<file path="src/rtl/sxd_pkg.sv">
package sxd_pkg;
  typedef enum logic [2:0] {
    ACT_WAIT,
    ACT_ADV_A,
    ACT_ADV_B,
    ACT_MATCH,
    ACT_CLOSE
  } sxd_act_e;
endpackage

</file>
<file path="src/rtl/sxd_join.sv">
module sxd_join #(
  parameter int COORD_W = 16
) (
  input  logic                 a_ok,
  input  logic                 b_ok,
  input  logic                 a_end,
  input  logic                 b_end,
  input  logic [COORD_W-1:0]   a_coord,
  input  logic [COORD_W-1:0]   b_coord,
  output sxd_pkg::sxd_act_e    act
);
  import sxd_pkg::*;

  // Decide which head(s) to consume; intersection is settled here,
  // before any multiply is issued.
  always_comb begin
    act = ACT_WAIT;
    if (a_ok && b_ok) begin
      if (a_end && b_end)           act = ACT_CLOSE;
      else if (a_end)               act = ACT_ADV_B;   // drain B
      else if (b_end)               act = ACT_ADV_A;   // drain A
      else if (a_coord < b_coord)   act = ACT_ADV_A;
      else if (b_coord < a_coord)   act = ACT_ADV_B;
      else                          act = ACT_MATCH;
    end
  end
endmodule

</file>
<file path="src/rtl/sxd_mac.sv">
module sxd_mac #(
  parameter int VAL_W  = 16,
  parameter int MAX_NZ = 64,
  localparam int CNT_W = $clog2(MAX_NZ + 1),
  localparam int ACC_W = 2 * VAL_W + CNT_W
) (
  input  logic                     clk,
  input  logic                     rst_n,
  input  logic                     in_valid,
  input  logic signed [VAL_W-1:0]  in_a,
  input  logic signed [VAL_W-1:0]  in_b,
  input  logic                     clear,
  output logic signed [ACC_W-1:0]  acc,
  output logic        [CNT_W-1:0]  cnt
);
  logic                     m_valid;
  logic signed [VAL_W-1:0]  m_a, m_b;
  logic signed [2*VAL_W-1:0] prod;

  // Operand register: the matched pair waits one stage before multiply.
  always_ff @(posedge clk) begin
    if (!rst_n) begin
      m_valid <= 1'b0;
      m_a     <= '0;
      m_b     <= '0;
    end else begin
      m_valid <= in_valid;
      if (in_valid) begin
        m_a <= in_a;
        m_b <= in_b;
      end
    end
  end

  assign prod = m_a * m_b;

  always_ff @(posedge clk) begin
    if (!rst_n || clear) begin
      acc <= '0;
      cnt <= '0;
    end else if (m_valid) begin
      acc <= acc + ACC_W'(prod);
      cnt <= cnt + 1'b1;
    end
  end

  a_r3_count_step: assert property (@(posedge clk) disable iff (!rst_n)
    (m_valid && !clear) |=> (cnt == $past(cnt) + 1'b1));

  a_r8_clear_zero: assert property (@(posedge clk) disable iff (!rst_n)
    clear |=> (acc == '0 && cnt == '0));

  a_r9_count_cap: assert property (@(posedge clk) disable iff (!rst_n)
    cnt <= CNT_W'(MAX_NZ));
endmodule

</file>
<file path="src/rtl/sparse_dot.sv">
module sparse_dot #(
  parameter int COORD_W = 16,
  parameter int VAL_W   = 16,
  parameter int MAX_NZ  = 64,
  localparam int CNT_W  = $clog2(MAX_NZ + 1),
  localparam int ACC_W  = 2 * VAL_W + CNT_W
) (
  input  logic                     clk,
  input  logic                     rst_n,
  input  logic                     a_valid,
  output logic                     a_ready,
  input  logic                     a_end,
  input  logic [COORD_W-1:0]       a_coord,
  input  logic signed [VAL_W-1:0]  a_val,
  input  logic                     b_valid,
  output logic                     b_ready,
  input  logic                     b_end,
  input  logic [COORD_W-1:0]       b_coord,
  input  logic signed [VAL_W-1:0]  b_val,
  output logic                     o_valid,
  input  logic                     o_ready,
  output logic signed [ACC_W-1:0]  o_sum,
  output logic [CNT_W-1:0]         o_count
);
  import sxd_pkg::*;

  logic      holding;
  sxd_act_e  act;
  logic      out_fire;

  sxd_join #(.COORD_W(COORD_W)) i_join (
    .a_ok    (a_valid && !holding),
    .b_ok    (b_valid && !holding),
    .a_end   (a_end),
    .b_end   (b_end),
    .a_coord (a_coord),
    .b_coord (b_coord),
    .act     (act)
  );

  assign a_ready  = (act == ACT_ADV_A) || (act == ACT_MATCH) || (act == ACT_CLOSE);
  assign b_ready  = (act == ACT_ADV_B) || (act == ACT_MATCH) || (act == ACT_CLOSE);
  assign out_fire = holding && o_ready;

  always_ff @(posedge clk) begin
    if (!rst_n)                  holding <= 1'b0;
    else if (act == ACT_CLOSE)   holding <= 1'b1;
    else if (out_fire)           holding <= 1'b0;
  end

  sxd_mac #(.VAL_W(VAL_W), .MAX_NZ(MAX_NZ)) i_mac (
    .clk      (clk),
    .rst_n    (rst_n),
    .in_valid (act == ACT_MATCH),
    .in_a     (a_val),
    .in_b     (b_val),
    .clear    (out_fire),
    .acc      (o_sum),
    .cnt      (o_count)
  );

  assign o_valid = holding;

  a_r7_hold_blocks: assert property (@(posedge clk) disable iff (!rst_n)
    o_valid |-> (!a_ready && !b_ready));

  a_r7_stable_out: assert property (@(posedge clk) disable iff (!rst_n)
    (o_valid && !o_ready) |=> (o_valid && $stable(o_sum) && $stable(o_count)));

  a_r5_close_emits: assert property (@(posedge clk) disable iff (!rst_n)
    (a_valid && a_ready && a_end && b_valid && b_ready && b_end) |=> o_valid);

  a_r3_match_coord: assert property (@(posedge clk) disable iff (!rst_n)
    (a_valid && a_ready && b_valid && b_ready && !a_end && !b_end) |-> (a_coord == b_coord));

  a_r2_single_lower: assert property (@(posedge clk) disable iff (!rst_n)
    (a_ready && !b_ready) |-> (!a_end && (b_end || a_coord < b_coord)));

  a_r10_reset_idle: assert property (@(posedge clk)
    $past(!rst_n) |-> !o_valid);
endmodule

</file>
<file path="config.mk">
export PLATFORM = sky130hd
export DESIGN_NAME = sparse_dot
export DESIGN_NICKNAME = d
export VERILOG_FILES = /design/src/rtl/sxd_pkg.sv /design/src/rtl/sxd_join.sv /design/src/rtl/sxd_mac.sv /design/src/rtl/sparse_dot.sv
export SDC_FILE = /design/constraint.sdc
export NUM_CORES = 1
export LEC_CHECK = 0
export ABC_CLOCK_PERIOD_IN_PS = 7100
export BUFFER_PORTS_ARGS = -buffer_cell sky130_fd_sc_hd__clkbuf_2
export CORE_MARGIN = 10
export CORE_UTILIZATION = 64
export CTS_CLUSTER_SIZE = 16
export DETAILED_ROUTE_END_ITERATION = 8
export PLACE_DENSITY = 0.88
export SYNTH_ARGS = -nofsm -noshare
export SYNTH_HDL_FRONTEND = slang
export SYNTH_HIERARCHICAL = 1
export SYNTH_SLANG_ARGS = --single-unit
</file>
<file path="constraint.sdc">
create_clock -name clk -period 7.1 [get_ports clk]
set_clock_uncertainty 0.2 [all_clocks]
set_input_delay 0.71 -clock clk [delete_from_list [all_inputs] [get_ports clk]]
set_output_delay 0.71 -clock clk [all_outputs]
set_load 0.01 [all_outputs]
</file>
======== Word level (Yosys, flattened, before mapping) ========
Index checks and enable logic that the tools add are counted.
storage, ports and cells
  register bits ........................... 80
  bits in latches ......................... 0
  memory bits (writable) .................. 0
  bits in read-only memories .............. 0
  input port bits ......................... 71
  word-level logic and storage cells ...... 36
  memories ................................ 0
operators by class
  add/subtract/negate cells ............... 2
  multipliers ............................. 1
  div/mod/pow operators ................... 0
  order comparisons ....................... 2
  equal/unequal tests ..................... 4
  shift-type cells ........................ 0
  mux-type cells .......................... 8
  bitwise logic cells ..................... 0
  reduce and logical (&&, ||, !) cells .... 13
operator list
  operator                                              number
  adder 39 x 32 -> 39 bit                               1
  less-than comparator 16 bit                           2
  multiplier 16 x 16 -> 32 bit                          1
  2-to-1 mux 3 bit                                      5
  adder 7 x 1 -> 7 bit (second input constant)          1
  equality test 3 x 2 -> 1 bit (second input constant)  2
  logical AND 1 bit                                     5
  logical OR 1 bit                                      5
  equality test 3 x 1 -> 1 bit (second input constant)  1
  equality test 3 bit (second input constant)           1
  2-to-1 mux 1 bit                                      3
  zero test 1 bit                                       2
  nonzero test 2 bit                                    1

======== Logic depth before layout (Yosys ltp) ========
Gate-level depths: netlist of run 1.
  depth after elaboration ................. 10
  mapped depth ............................ 25
  depth with buffers taken out ............ 24

======== Cells and area by module ========
The synthesis of run 1 kept the hierarchy.
by module, submodules not included
  module      instances  cells an instance  area each (um2)
  sxd_mac     1          1586               14933.1
  sxd_join    1          67                 475.5
  sparse_dot  1          12                 87.6

======== Least setup slack after synthesis of run 1 ========
No wires, ideal clock.
  path kind ............................... register -> register
  start point ............................. register i_mac.m_a[15]
  end point ............................... register i_mac.acc[38]
  data arrival time ....................... 6.242 ns
  data required time ...................... 6.766 ns
  path slack .............................. 0.525 ns
  stages on the path, launching flop included .. 24
  path buffers ............................ 1
  period minus slack after synthesis ...... 6.575 ns
  cell sequence ........................... dfxtp_1 > clkbuf_1 > nand2_1 > fa_1 > inv_1 > fa_1 > fa_1 > inv_1 > fa_1 > inv_1 > fa_1 > inv_1 > fa_1 > inv_1 > ha_1 > a21o_1 > a21oi_2 > nor2b_1 > or4_4 > nor4b_4 > o31ai_2 > a31oi_1 > xnor2_1 > o22ai_1
between the ends
  word-level cells in the longest chain between the ends .. 2
RTL lines
  what                          line           RTL
  start, declared               sxd_mac.sv:17  logic signed [VAL_W-1:0] m_a, m_b;
  start signal, assigned        sxd_mac.sv:29  m_a <= in_a;
  multiplier 16 x 16 -> 32 bit  sxd_mac.sv:35  assign prod = m_a * m_b;
  adder 39 x 32 -> 39 bit       sxd_mac.sv:42  acc <= acc + ACC_W'(prod);
  end signal, assigned          sxd_mac.sv:42
  end, declared                 sxd_mac.sv:13  output logic signed [ACC_W-1:0] acc,
No other way between the ends.
A chain may end at the register's enable or synchronous reset.

======== Worst setup path in the final report of run 1 ========
Same ends and word-level chain as after synthesis.

==> flow_summary.json, run 1 <==
{
  "status": "finished clean",
  "crit_chain": "buf_4 -> nand2_1 -> fa_1 -> inv_1 -> fa_2 -> fa_1 -> fa_1 -> fa_1 -> inv_1 -> fa_1 -> inv_1 -> ha_1 -> nand3_1 -> or2_2 -> nor2_1 -> nor2_1 -> a32o_1 -> o31ai_2 -> a31oi_1 -> xnor2_1 -> o22ai_1",
  "cts.sinks": 80,
  "syn_area_mm2": 0.0155,
  "vias": 11795,
  "place_congestion": 0.973,
  "via_per_inst": 5.62,
  "place_ws_ns": 0.192,
  "synthCells": 1665,
  "period_needed_ns": 6.88,
  "finalPower_mw": 1.02,
  "drc": 0,
  "synth_warnings": 6,
  "grt_pass1_vias": 13381,
  "synthFlopType": "dfxtp_1",
  "die_area_mm2": 0.0308,
  "crit_slowest_cell": "fa_2",
  "drt_wl_total_um": 40100,
  "dr_wl_met3_um": 2520,
  "start_kind": "register",
  "syn_area_per_cell_um2": 9.31,
  "grt_pass1_wl_um": 67400,
  "power_density_mw_per_mm2": 60.6,
  "nNetsFinal": 2302,
  "leakage_nw": 9.01,
  "tightest_slew_ns": 0.874,
  "critPathKind": "register to register",
  "ant_nets": 0,
  "overflow": 0,
  "placementRows": 56,
  "crit_path_max_fanout": 12,
  "met2_length_um": 20400,
  "hpwl_um": 33800,
  "start_util_pct": 65.4,
  "yosysSeqAreaShare_pct": 10.3,
  "htreeDepth": 3,
  "io_buffers": 119,
  "grt_usage_pct": 27.3,
  "critPathCapture": "i_mac/acc[38]",
  "finalCritPeriodShare_pct": 97.0,
  "wire_per_inst_um": 19.1,
  "relSlewSlack_pct": 41.5,
  "r2r_cells": 21,
  "final-setup-viol-count": 0,
  "cts_tree": "yes",
  "drt_first_iter_violations": 730,
  "insertion_delay_ns": 0.37,
  "worstSetupStartpoint": "i_mac/m_a[15]",
  "wl_met1_um": 15400,
  "ir_worst_vdd_mv": 0.0861,
  "die_w_um": 176,
  "slowest_delay_ns": 0.76,
  "synth_edf_count": 0,
  "final_cells": 2098,
  "fin_hold_ws_ns": 0.300,
  "die_h_um": 176,
  "clk_pin_slew_ns": 0.07,
  "finalInstanceArea_mm2": 0.0168,
  "end_kind": "register",
  "root_buffer": "clkbuf_16",
  "max_freq_mhz": 145,
  "synthToLayoutAreaGrowth_pct": 8.70,
  "dp_cells": 2083,
  "r2r_end": "i_mac/acc[38]",
  "drtPass1Iterations": 7,
  "setup_tns_ns": 0,
  "crit_path_frequent_cell": "fa_1",
  "ys_types": 61,
  "fin_ws_ns": 0.216,
  "utilization_pct": 71.1,
  "cp.arrival_ns": 6.92,
  "async_flop_share_pct": 0,
  "worstHoldPathType": "register to register",
  "reg2reg_slack_ns": 0.22,
  "r2r_start": "i_mac/m_a[15]",
  "rsz0062_at_grt": "yes",
  "core_mm2": 0.0237,
  "io-pin-count": 120,
  "required_ns": 7.14,
  "diodes": 0,
  "synth-seq-cells": 80,
  "synth_nets": 2192,
  "placed_area_mm2": 0.0166,
  "drv_slew": 0,
  "cts_hold_buf": 0,
  "cap_viol_max_count": 0,
  "drive_above_1_share_pct": 11.2,
  "cts-buffers-inserted": 9,
  "clock_path_buffers": 2,
  "antenna_found_initial": 0,
  "grt_max_degree": 37,
  "hold_viol": 0,
  "highest_layer": "met4"
}
==> Yosys cell counts (18+ instances only) <==
library cell,number,area (um^2)
a21o_1,18,135
a21oi_1,42,210
xnor2_1,23,201
o21ai_0,23,115
clkbuf_1,52,195
inv_1,394,1480
and2_1,111,694
nor2b_1,43,269
dfxtp_1,80,1600
ha_1,130,1630
mux2i_1,56,561
fa_1,326,6530
nand2_1,170,638
nor2_1,68,255
==> power breakdown <==
group	total [mW]	switching, mW	internal [mW]
Clock	0.483	0.235	0.249
Combinational	0.0831	0.0460	0.0371
Sequential	0.455	0.00510	0.450
Total	1.02	0.286	0.735
==> registers in the layout, indices dropped and copies added, names as in the netlist <==
signal / cells
i_mac/m_a: 16
i_mac/cnt: 7
i_mac/acc: 39
o_valid: 1
i_mac/m_b: 16
i_mac/m_valid: 1
==> layer usage <==
layer | vias to the layer above | track usage, %
met5 | - | 0
met4 | 0 | 11.6
met3 | 132 | 4.35
met2 | 477 | 48.0
met1 | 5950 | 32.6
li1 | 5236 | -
==> placed cells by master (no fill, tap or decap), types with 35 or more instances in the layout <==
master    count
nor2b_1      43
a21oi_1      42
ha_1        130
clkbuf_2    119
buf_4        35
mux2i_1      56
fa_1        325
nand2_1     170
inv_1       394
and2_1      111
dfxtp_1      74
nor2_1       68
==> worst max-delay path, delay by kind of cell (launching register included) <==
family | cells | cell delay (ns)
simple gates | 5 | 0.97
compound gates | 4 | 0.86
fa+ha+maj | 7 | 3.72
xor+xnor | 1 | 0.20
flops | 1 | 0.42
buf+inv | 4 | 0.38
==> area by class of cell <==
class	instances	area [um^2]
Timing Repair Buffer	154	858
Inverter	394	1480
Clock inverter	5	41.3
Clock buffer	10	239
Tap cell	319	399
Sequential cell	80	1610
Fill cell	1728	6840
Multi-Input combinational cell	1136	12200
==> cell families (layout without fill, tap and decap cells) <==
group	count (synthesis)	count (layout)	synth area share [%]
buffers and inverters	449	563	10.9
flip-flops	80	80	10.3
AND/OR/NAND/NOR	450	450	14.6
adder cells (fa/ha/maj)	456	456	52.6
multiplexers	56	56	3.62
AO/OA/AOI/OAI	135	135	5.75
XOR/XNOR	39	39	2.20
==> worst min path at each step <==
stage / start / to / cells past startpoint
after floorplan: i_mac/acc[27] / i_mac/acc[27] / 2
after global placement: i_mac/cnt[6] / i_mac/cnt[6] / 2
after detailed placement: i_mac/cnt[6] / i_mac/cnt[6] / 2
after CTS: i_mac/cnt[6] / i_mac/cnt[6] / 2
after global routing: i_mac/cnt[6] / i_mac/cnt[6] / 2
final: i_mac/cnt[6] / i_mac/cnt[6] / 2
==> timing repair <==
| action | 4_1_cts | 5_1_grt |
|---|---|---|
| gates resized for setup | 0 | 6 |
| setup buffers | 0 | 0 |
| endpoints found under the setup margin | 0 | 6 |
Power figures use the tool's default switching activity.
==> inputs of run 2 (changes only) <==
BUFFER_PORTS_ARGS = unset   (was -buffer_cell sky130_fd_sc_hd__clkbuf_2)
CORE_UTILIZATION = 65   (was 64)
DONT_BUFFER_PORTS = 1   (was unset)
PLACE_DENSITY = 0.85   (was 0.88)
==> flow_summary.json, run 2 (synthesis results as in run 1) <==
{
  "status": "finished clean",
  "start_kind": "register",
  "relSlewSlack_pct": 42.7,
  "num-fill-cells": 1701,
  "cts-buffers-inserted": 9,
  "core_mm2": 0.0235,
  "p_clk_share_pct": 48.6,
  "insertion_delay_ns": 0.36,
  "ir_worst_vdd_mv": 0.0990,
  "synthToLayoutAreaGrowth_pct": 5.16,
  "largest_register": "i_mac/acc",
  "switching_share_pct": 27.3,
  "drt_first_iter_violations": 570,
  "final-setup-viol-count": 0,
  "crit_slowest_cell": "dfxtp_1",
  "root_buffer": "clkbuf_16",
  "holdPathStages": 1,
  "io-pin-count": 120,
  "mostFrequentLayoutCell": "inv_1",
  "cts.sinks": 80,
  "start_util_pct": 66.0,
  "antenna_found_initial": 6,
  "rsz0062_at_grt": "no",
  "crit_chain": "nand2_1 -> fa_1 -> inv_1 -> fa_1 -> fa_1 -> fa_1 -> fa_1 -> inv_1 -> fa_1 -> inv_1 -> ha_1 -> a21o_1 -> a21oi_1 -> o21ai_0 -> buf_4 -> nor4b_1 -> o21ai_1 -> a21oi_1 -> xor2_1 -> o22ai_1",
  "p_seq_share_pct": 45.6,
  "r2r_start": "i_mac/m_a[6]",
  "drt_wl_total_um": 38500,
  "wire_per_inst_um": 19.4,
  "switchingPower_uw": 272,
  "io_buffers": 0,
  "r2r_cells": 20,
  "multi_input_area_mm2": 0.0122,
  "hpwl_um": 32300,
  "cts_tree": "yes",
  "clock_path_buffers": 2,
  "grt_usage_pct": 26.4,
  "end_kind": "register",
  "p_int_uw": 725,
  "tightest_slew_ns": 0.856,
  "drive_above_1_share_pct": 4.98,
  "path_depth": 20,
  "hold_viol": 0,
  "critPathCapture": "i_mac/acc[26]",
  "finalPower_uw": 998,
  "ff_latch_area_mm2": 0.00161,
  "critPathKind": "register to register",
  "drv_slew": 0,
  "vias": 11174,
  "cp.arrival_ns": 6.92,
  "grt_pass1_vias": 12440,
  "placementRows": 56,
  "die_area_mm2": 0.0304,
  "critPathTopFamily": "adder cells",
  "drtPass1Iterations": 5,
  "final_cell_mix": "inv_1 (394), fa_1 (325), nand2_1 (170)",
  "reg2reg_slack_ns": 0.21,
  "finalCritPeriodShare_pct": 97.0,
  "setup_tns_ns": 0,
  "place_congestion": 0.957,
  "via_per_inst": 5.62,
  "worstHoldPathType": "input pin to register",
  "worstSetupStartpoint": "i_mac/m_a[6]",
  "crit_path_frequent_cell": "fa_1",
  "slowest_delay_ns": 0.78,
  "required_ns": 7.13,
  "grt_pass1_wl_um": 64000,
  "max_freq_mhz": 145,
  "ant_nets": 0,
  "leakage_nw": 8.52,
  "nNetsFinal": 2188,
  "combPwrFrac_pct": 5.8,
  "die_w_um": 174,
  "overflow": 0,
  "top_regs": "i_mac/acc x39, i_mac/m_a x16, i_mac/m_b x16",
  "cp_num_buf_inv": 4,
  "clk_pin_slew_ns": 0.08,
  "drc": 0,
  "grt_max_degree": 37,
  "period_needed_ns": 6.89,
  "die_h_um": 174,
  "power_density_mw_per_mm2": 61.2,
  "cap_viol_max_count": 0,
  "crit_path_max_fanout": 14,
  "largest_reg_flops": 39,
  "r2r_end": "i_mac/acc[26]",
  "htreeDepth": 3
}
## run 2: cell types whose count changed in the layout (fill, tap and decap cells not counted), sizes merged
cell and delta:
buf +5, clkbuf -119, clkinv +1, clkinvlp -1
diode +2, inv +1
## run 2: metal layers
| layer | share of wire (%) | GRT usage, % | vias to the layer above |
|---|---|---|---|
| li1 | - | - | 4992 |
| met1 | 38 | 30.7 | 5625 |
| met2 | 50 | 45.4 | 448 |
| met3 | 8.0 | 6.65 | 101 |
| met4 | 3.9 | 10.8 | 8 |
| met5 | 0.12 | 0 | - |
## run 2: what timing repair did
| item | in CTS | in global routing |
|---|---|---|
| setup endpoints to repair | 0 | 3 |
| buffers inserted | 0 | 0 |
| gates resized for setup | 0 | 3 |
| hold buffers | 0 | 0 |
## run 2: worst register-to-register path, delay by kind of cell, from the launching register on
| family | cells | cell delay, ns |
|---|---|---|
| simple gates | 2 | 0.79 |
| compound gates | 6 | 1.13 |
| fa+ha+maj | 7 | 3.36 |
| flops | 1 | 0.78 |
| xor+xnor | 1 | 0.17 |
| buf+inv | 4 | 0.34 |
## run 2: per-stage QoR
step / cells / util (%) / setup WS (ns) / area [um^2] / hold WS (ns)
6_report: 1987 / 69.4 / 0.211 / 16300 / 0.285
5_1_grt: 1987 / 69.4 / 0.00227 / 16300 / 0.281
4_1_cts: 1985 / 69.4 / 0.271 / 16300 / 0.273
3_5_place_dp: 1969 / 68.2 / 0.316 / 16000 / 0.334
3_3_place_gp: 1969 / 68.2 / 0.450 / 16000 / 0.332
2_1_floorplan: 1665 / - / 0.525 / 15500 / 0.298
## run 2: worst min path at each step
stage	startpoint	to	slack [ns]
after global routing	rst_n	i_mac/m_a[2]	0.28
final	rst_n	i_mac/m_a[4]	0.29
after CTS	rst_n	i_mac/m_b[11]	0.27
after detailed placement	i_mac/cnt[6]	i_mac/cnt[6]	0.33
after global placement	i_mac/cnt[6]	i_mac/cnt[6]	0.33
after floorplan	i_mac/acc[27]	i_mac/acc[27]	0.30
## run 2: power groups by stage
stage	Sequential, mW	Combinational (mW)	Clock [mW]
after global routing	0.455	0.0641	0.511
after CTS	0.454	0.0576	0.499
final	0.455	0.0581	0.485
after global placement	0.465	0.0544	0
after floorplan	0.462	0.0461	0
after detailed placement	0.465	0.0570	0
## run 2: layout make-up
class,instances,area share [%]
Timing Repair Buffer,40,1.84
Clock inverter,6,0.307
Sequential cell,80,9.85
Clock buffer,10,1.47
Inverter,394,9.08
Tap cell,319,2.45
Multi-Input combinational cell,1136,75.0
Antenna cell,2,0.0307
